==> src/rtl/ebus_pkg.sv <==
package ebus_pkg;
  typedef enum logic {
    ST_IDLE = 1'b0,
    ST_XFER = 1'b1
  } bus_st_t;

  localparam int LANES = 4;
  localparam int LANE_W = 8;
endpackage

==> src/rtl/ebus_decode.sv <==
module ebus_decode #(
  parameter int AW = 30
) (
  input  logic [AW-1:0] la,
  input  logic          mio,
  input  logic [AW-1:0] base,
  input  logic [AW-1:0] mask,
  input  logic          space,
  output logic          hit
);
  logic [AW-1:0] diff;

  always_comb begin
    diff = (la ^ base) & mask;
    hit  = (mio == space) && (diff == '0);
  end
endmodule

==> src/rtl/ebus_waitgen.sv <==
module ebus_waitgen #(
  parameter int WW = 3
) (
  input  logic          clk,
  input  logic          rst,
  input  logic          load,
  input  logic          step,
  input  logic [WW-1:0] waits,
  output logic          rdy
);
  logic [WW-1:0] cnt_q;
  logic          rdy_q;

  always_ff @(posedge clk) begin
    if (rst) begin
      cnt_q <= '0;
      rdy_q <= 1'b1;
    end else if (load) begin
      cnt_q <= waits;
      rdy_q <= (waits == '0);
    end else if (step) begin
      cnt_q <= cnt_q - 1'b1;
      rdy_q <= (cnt_q == {{(WW-1){1'b0}}, 1'b1});
    end
  end

  assign rdy = rdy_q;
endmodule

==> src/rtl/ebus_store.sv <==
module ebus_store
  import ebus_pkg::*;
#(
  parameter int DEPTH = 16,
  localparam int IW = $clog2(DEPTH)
) (
  input  logic                   clk,
  input  logic                   rst,
  input  logic                   we,
  input  logic [IW-1:0]          idx,
  input  logic [LANES-1:0]       be_n,
  input  logic [LANES*LANE_W-1:0] wdata,
  output logic [LANES*LANE_W-1:0] rdata
);
  for (genvar l = 0; l < LANES; l++) begin : g_lane
    logic [LANE_W-1:0] bytes_q [DEPTH];

    always_ff @(posedge clk) begin
      if (rst) begin
        for (int i = 0; i < DEPTH; i++) bytes_q[i] <= '0;
      end else if (we && !be_n[l]) begin
        bytes_q[idx] <= wdata[l*LANE_W +: LANE_W];
      end
    end

    assign rdata[l*LANE_W +: LANE_W] = bytes_q[idx];
  end
endmodule

==> src/rtl/ebus_slave_port.sv <==
module ebus_slave_port
  import ebus_pkg::*;
#(
  parameter int AW       = 30,
  parameter int DEPTH    = 16,
  parameter int WW       = 3,
  parameter bit WIDE32   = 1'b1,
  parameter bit BURST_EN = 1'b1,
  localparam int IDX_W   = $clog2(DEPTH)
) (
  input  logic          clk,
  input  logic          rst,
  input  logic          start_n,
  input  logic          cmd_n,
  input  logic          mio,
  input  logic          wr_rd,
  input  logic [AW-1:0] la,
  input  logic [3:0]    be_n,
  input  logic          msburst_n,
  input  logic [31:0]   wdata,
  input  logic [AW-1:0] cfg_base,
  input  logic [AW-1:0] cfg_mask,
  input  logic          cfg_mem,
  input  logic [WW-1:0] cfg_waits,
  output logic          ex32_n,
  output logic          ex16_n,
  output logic          slburst_n,
  output logic          exrdy,
  output logic [31:0]   rdata,
  output logic          rdata_oe
);
  bus_st_t          st_q;
  logic [IDX_W-1:0] idx_q;
  logic             wr_q;
  logic             hit;
  logic             rdy;
  logic             claimed;
  logic             start_hit;
  logic             beat_done;
  logic             burst_go;
  logic             load_w;
  logic             step_w;

  ebus_decode #(.AW(AW)) u_dec (
    .la    (la),
    .mio   (mio),
    .base  (cfg_base),
    .mask  (cfg_mask),
    .space (cfg_mem),
    .hit   (hit)
  );

  always_comb begin
    claimed   = (st_q == ST_XFER);
    start_hit = (st_q == ST_IDLE) && !start_n && hit;
    beat_done = claimed && !cmd_n && rdy;
    burst_go  = beat_done && !msburst_n && BURST_EN;
    load_w    = start_hit || burst_go;
    step_w    = claimed && !cmd_n && !rdy;
  end

  ebus_waitgen #(.WW(WW)) u_wait (
    .clk   (clk),
    .rst   (rst),
    .load  (load_w),
    .step  (step_w),
    .waits (cfg_waits),
    .rdy   (rdy)
  );

  ebus_store #(.DEPTH(DEPTH)) u_store (
    .clk   (clk),
    .rst   (rst),
    .we    (beat_done && wr_q),
    .idx   (idx_q),
    .be_n  (be_n),
    .wdata (wdata),
    .rdata (rdata)
  );

  always_ff @(posedge clk) begin
    if (rst) begin
      st_q  <= ST_IDLE;
      idx_q <= '0;
      wr_q  <= 1'b0;
    end else begin
      unique case (st_q)
        ST_IDLE: begin
          if (start_hit) begin
            st_q  <= ST_XFER;
            idx_q <= la[IDX_W-1:0];
            wr_q  <= wr_rd;
          end
        end
        ST_XFER: begin
          if (cmd_n) begin
            st_q <= ST_IDLE;
          end else if (burst_go) begin
            idx_q <= la[IDX_W-1:0];
          end else if (beat_done) begin
            st_q <= ST_IDLE;
          end
        end
        default: st_q <= ST_IDLE;
      endcase
    end
  end

  if (WIDE32) begin : g_w32
    assign ex32_n = !claimed;
    assign ex16_n = 1'b1;
  end else begin : g_w16
    assign ex32_n = 1'b1;
    assign ex16_n = !claimed;
  end

  assign slburst_n = !(claimed && BURST_EN);
  assign exrdy     = !claimed || rdy;
  assign rdata_oe  = claimed && !wr_q;
endmodule

==> config.mk <==
export PLATFORM = sky130hd
export DESIGN_NAME = ebus_slave_port
export DESIGN_NICKNAME = d
export VERILOG_FILES = /design/src/rtl/ebus_pkg.sv /design/src/rtl/ebus_decode.sv /design/src/rtl/ebus_waitgen.sv /design/src/rtl/ebus_store.sv /design/src/rtl/ebus_slave_port.sv
export SDC_FILE = /design/constraint.sdc
export NUM_CORES = 1
export LEC_CHECK = 0
export BUFFER_PORTS_ARGS = -buffer_cell sky130_fd_sc_hd__buf_2
export CAP_MARGIN = 20
export CORE_MARGIN = 4
export CORE_UTILIZATION = 40
export CTS_BUF_LIST = sky130_fd_sc_hd__clkbuf_4 sky130_fd_sc_hd__clkbuf_8 sky130_fd_sc_hd__clkbuf_16
export DETAILED_ROUTE_END_ITERATION = 8
export GPL_ROUTABILITY_DRIVEN = 1
export SYNTH_ARGS = -nofsm -noshare
export SYNTH_HDL_FRONTEND = slang
export SYNTH_SLANG_ARGS = --single-unit
==> constraint.sdc <==
create_clock -name clk -period 2.2 [get_ports clk]
set_input_delay 0.55 -clock clk [delete_from_list [all_inputs] [get_ports clk]]
set_output_delay 0.55 -clock clk [all_outputs]
set_load 0.01 [all_outputs]
==> qor.log <==
INFO  status         status=finished, violations left
INFO  status         violations=negative setup slack
INFO  pwr            static-leakage-power=11.4nW
INFO  yosys          synth.lib_cells_used.distinct=43
INFO  critical_path  critical_path.max_stage_delay=530ps
INFO  clocking       cts_hold_repair.buffers=0
INFO  hold_path      hp-start=wr_rd
INFO  yosys          netlist_area=25000µm²
INFO  clocking       inserted_clock_buffers=56
INFO  route          routedWlPerCell=23.3µm
INFO  place          dpl_worst_slack=-342ps
INFO  critical_path  timing.critical_path.cells=buf_12, buf_12, mux4_2, mux4_2, buf_6
INFO  job            drv_cap=0
INFO  floorplan      die_h=258µm
INFO  grt            grt_start_max_net_pins=75
INFO  clocking       clk_pin_slew=60ps
INFO  yosys          synth.net_count=1672
INFO  sta            timing_max_transition_violations_final=0
INFO  pwr            ir_worst_vdd=0.651mV
INFO  route          post_drt_via_cell_ratio=5.13
INFO  floorplan      placementRows=91
INFO  sta            max_slew.worst_pin.slew=821ps
INFO  critical_path  worst-path-buf-inv=3
INFO  sta            period_share=142%
INFO  floorplan      io-pin-count=174
INFO  sta            final.min_clock_period=3120ps
INFO  floorplan      fp.dieArea=66600µm²
INFO  floorplan      core_region_area=61800µm²
INFO  clocking       clock_sink_count=526
INFO  floorplan      die_x=258µm
INFO  grt            globalRoute.totalOverflow=0
INFO  critical_path  timing.critical_path.slowest_stage_cell=sky130_fd_sc_hd__mux4_2
INFO  yosys          yosysWarningCount=0
INFO  route          antenna_left=0
INFO  pwr            power_density_relative_to_cell_area=723nW/µm²
INFO  critical_path  setup.worst_path.end_class=output port
INFO  layout         layout.nets=1990
INFO  yosys          synth_async_sr_flop_share=0%
INFO  critical_path  critical_path_peak_fanout=11
INFO  critical_path  setup.worst_path.class=reg2out
INFO  yosys          synth_top_area_share=61.5%
INFO  route          remaining_design_rule_violation_count=0
INFO  clocking       clock_tree.root_cell=sky130_fd_sc_hd__clkbuf_16
INFO  clocking       clk-insertion-delay-late=620ps
INFO  sta            clock_skew=24.4ps
INFO  sta            max_clock_freq=0.320GHz
INFO  yosys          synth_top_cell_by_area=sky130_fd_sc_hd__edfxtp_1
INFO  sta            fin_setup_tns=-28370ps
INFO  place          globalplace.congestion=0.826
INFO  place          io_buffer_count=172
INFO  clocking       clock_tree.buffer_depth=3
INFO  grt            grt.total_usage=19.0%
INFO  yosys          synth.cells.most_frequent=sky130_fd_sc_hd__and2_1 (512), sky130_fd_sc_hd__edfxtp_1 (512), sky130_fd_sc_hd__mux4_2 (110)
INFO  clocking       htree_levels=2
INFO  floorplan      floorplan.initialDensity=40.4%
INFO  sta            setup_violations=32
INFO  critical_path  start_kind=flip-flop
INFO  critical_path  worstReg2RegStart=claimed
INFO  layout         final_layout_size_suffix_gt1_share=36.8%
INFO  grt            grt_first_pass_wirelength=95200µm
INFO  hold_path      hold_class=in2reg
INFO  sta            finalHoldViolCount=0
INFO  critical_path  critPathRequiredTime=1650ps
INFO  yosys          synth_area_leaders=sky130_fd_sc_hd__edfxtp_1 (62%), sky130_fd_sc_hd__and2_1 (13%), sky130_fd_sc_hd__mux4_2 (9.9%)
INFO  yosys          synth-seq-area-share=62.6%
INFO  pwr            totalPowerFinal=21.7mW
INFO  yosys          synth.avg_cell_area=16.3µm²
INFO  grt            grt_antenna_before_repair=3
INFO  critical_path  path_delay_family=multiplexers
INFO  yosys          synthFlopType=sky130_fd_sc_hd__edfxtp_1
INFO  sta            slew-limit-headroom=45.2%
INFO  yosys          syn-instance-count=1533
INFO  sta            postLayoutSetupSlackWorst=-922ps
INFO  sta            rsz0062_at_grt=yes
INFO  layout         synth_to_layout_area_growth=20.3%
INFO  layout         fin_util=48.6%
INFO  route          detail_route.iter0.violations=922
INFO  route          routed_wl=63800µm
INFO  grt            grt_pass1_vias=14684
INFO  place          post-dp-hpwl=44100µm
INFO  route          dr.pass1.iters=5
INFO  yosys          synthesis_stage_register_bit_count=526
INFO  clocking       cts_tree=done
INFO  route          num_vias=14040
INFO  yosys          synth_edf_count=512
INFO  critical_path  worstPathArrival=2570ps
[per-layer routing]
layer,global-route usage [%],share of wire (%),vias to the layer above
met5,0.950,0.049,-
met4,4.02,1.5,4
met3,3.82,6.2,78
met2,31.7,50,401
met1,26.0,42,7227
li1,-,-,6330
[path summary, 6_finish.rpt]
check	to	slack (ps)	cells past startpoint
setup / recovery	rdata[27]	-920	5
hold reg to reg	wr_q	530	2
setup reg to reg	u_store.g_lane[0].bytes_q[1][7]	130	10
hold / removal	wr_q	200	3
[per-stage QoR]
step                cell area, µm²  hold WS, ps  cells
floorplan                    25000          477   1533
global placement             28000          503   2619
detailed placement           28000          528   2619
CTS                          30000          156   2732
global route                 30100          192   2736
finish                       30100          195   2736
[power by group]
| group | leakage [nW] | internal, mW | switching (mW) | total [mW] |
|---|---|---|---|---|
| clock network | 0.930 | 5.58 | 3.88 | 9.46 |
| registers | 5.39 | 11.3 | 0.106 | 11.4 |
| logic | 5.04 | 0.351 | 0.553 | 0.903 |
| total | 11.4 | 17.2 | 4.54 | 21.7 |
[repair_timing]
action,in CTS,in global routing
gates resized for setup,48,17
cloned,3,4
buffers inserted,5,0
setup endpoints to repair,32,167
[flip-flops by register name, summed over array words and instances (netlist names), named ones only]
register,count
u_store.g_lane.bytes_q,512
idx_q,4
u_wait.cnt_q,3
claimed,1
u_wait.rdy,1
wr_q,1
[worst min-delay path, stage by stage]
cell and delay (ps):
sky130_fd_sc_hd__buf_2 80, sky130_fd_sc_hd__mux2i_1 60, sky130_fd_sc_hd__nor2_1 70
[placed cells by master (no fill, tap or decap), drive strengths merged, types with 4 or more instances in the layout]
| cell type | count |
|---|---|
| clkbuf | 78 |
| edfxtp | 512 |
| nand4 | 4 |
| a22oi | 13 |
| nand2b | 6 |
| mux4 | 160 |
| clkinv | 22 |
| or2 | 64 |
| a21oi | 4 |
| xor2 | 32 |
| bufinv | 5 |
| nor2b | 4 |
| nand3 | 7 |
| buf | 342 |
| and2 | 512 |
| dfxtp | 14 |
| inv | 7 |
| mux2i | 5 |
| nand2 | 13 |
| nor2 | 78 |
[cells by family after synthesis]
kind of cell	count (synthesis)	share of synthesized area, %
AO/OA/AOI/OAI	24	0.721
XOR/XNOR	33	1.16
adder cells (fa/ha/maj)	2	0.100
buffers and inverters	89	2.01
flip-flops	526	62.6
multiplexers	165	15.4
other	1	0.0150
AND/OR/NAND/NOR	693	18.0
[cell type report]
cell class,count,area (µm²)
clock buffers,75,1570
flip-flops and latches,526,15700
well taps,837,1050
inverters,4,15.0
multi-input cells,918,8730
diodes,1,2.50
repair buffers,345,2770
clock inverters,30,272
fillers,5293,31800
(Power assumes the default switching activity.)
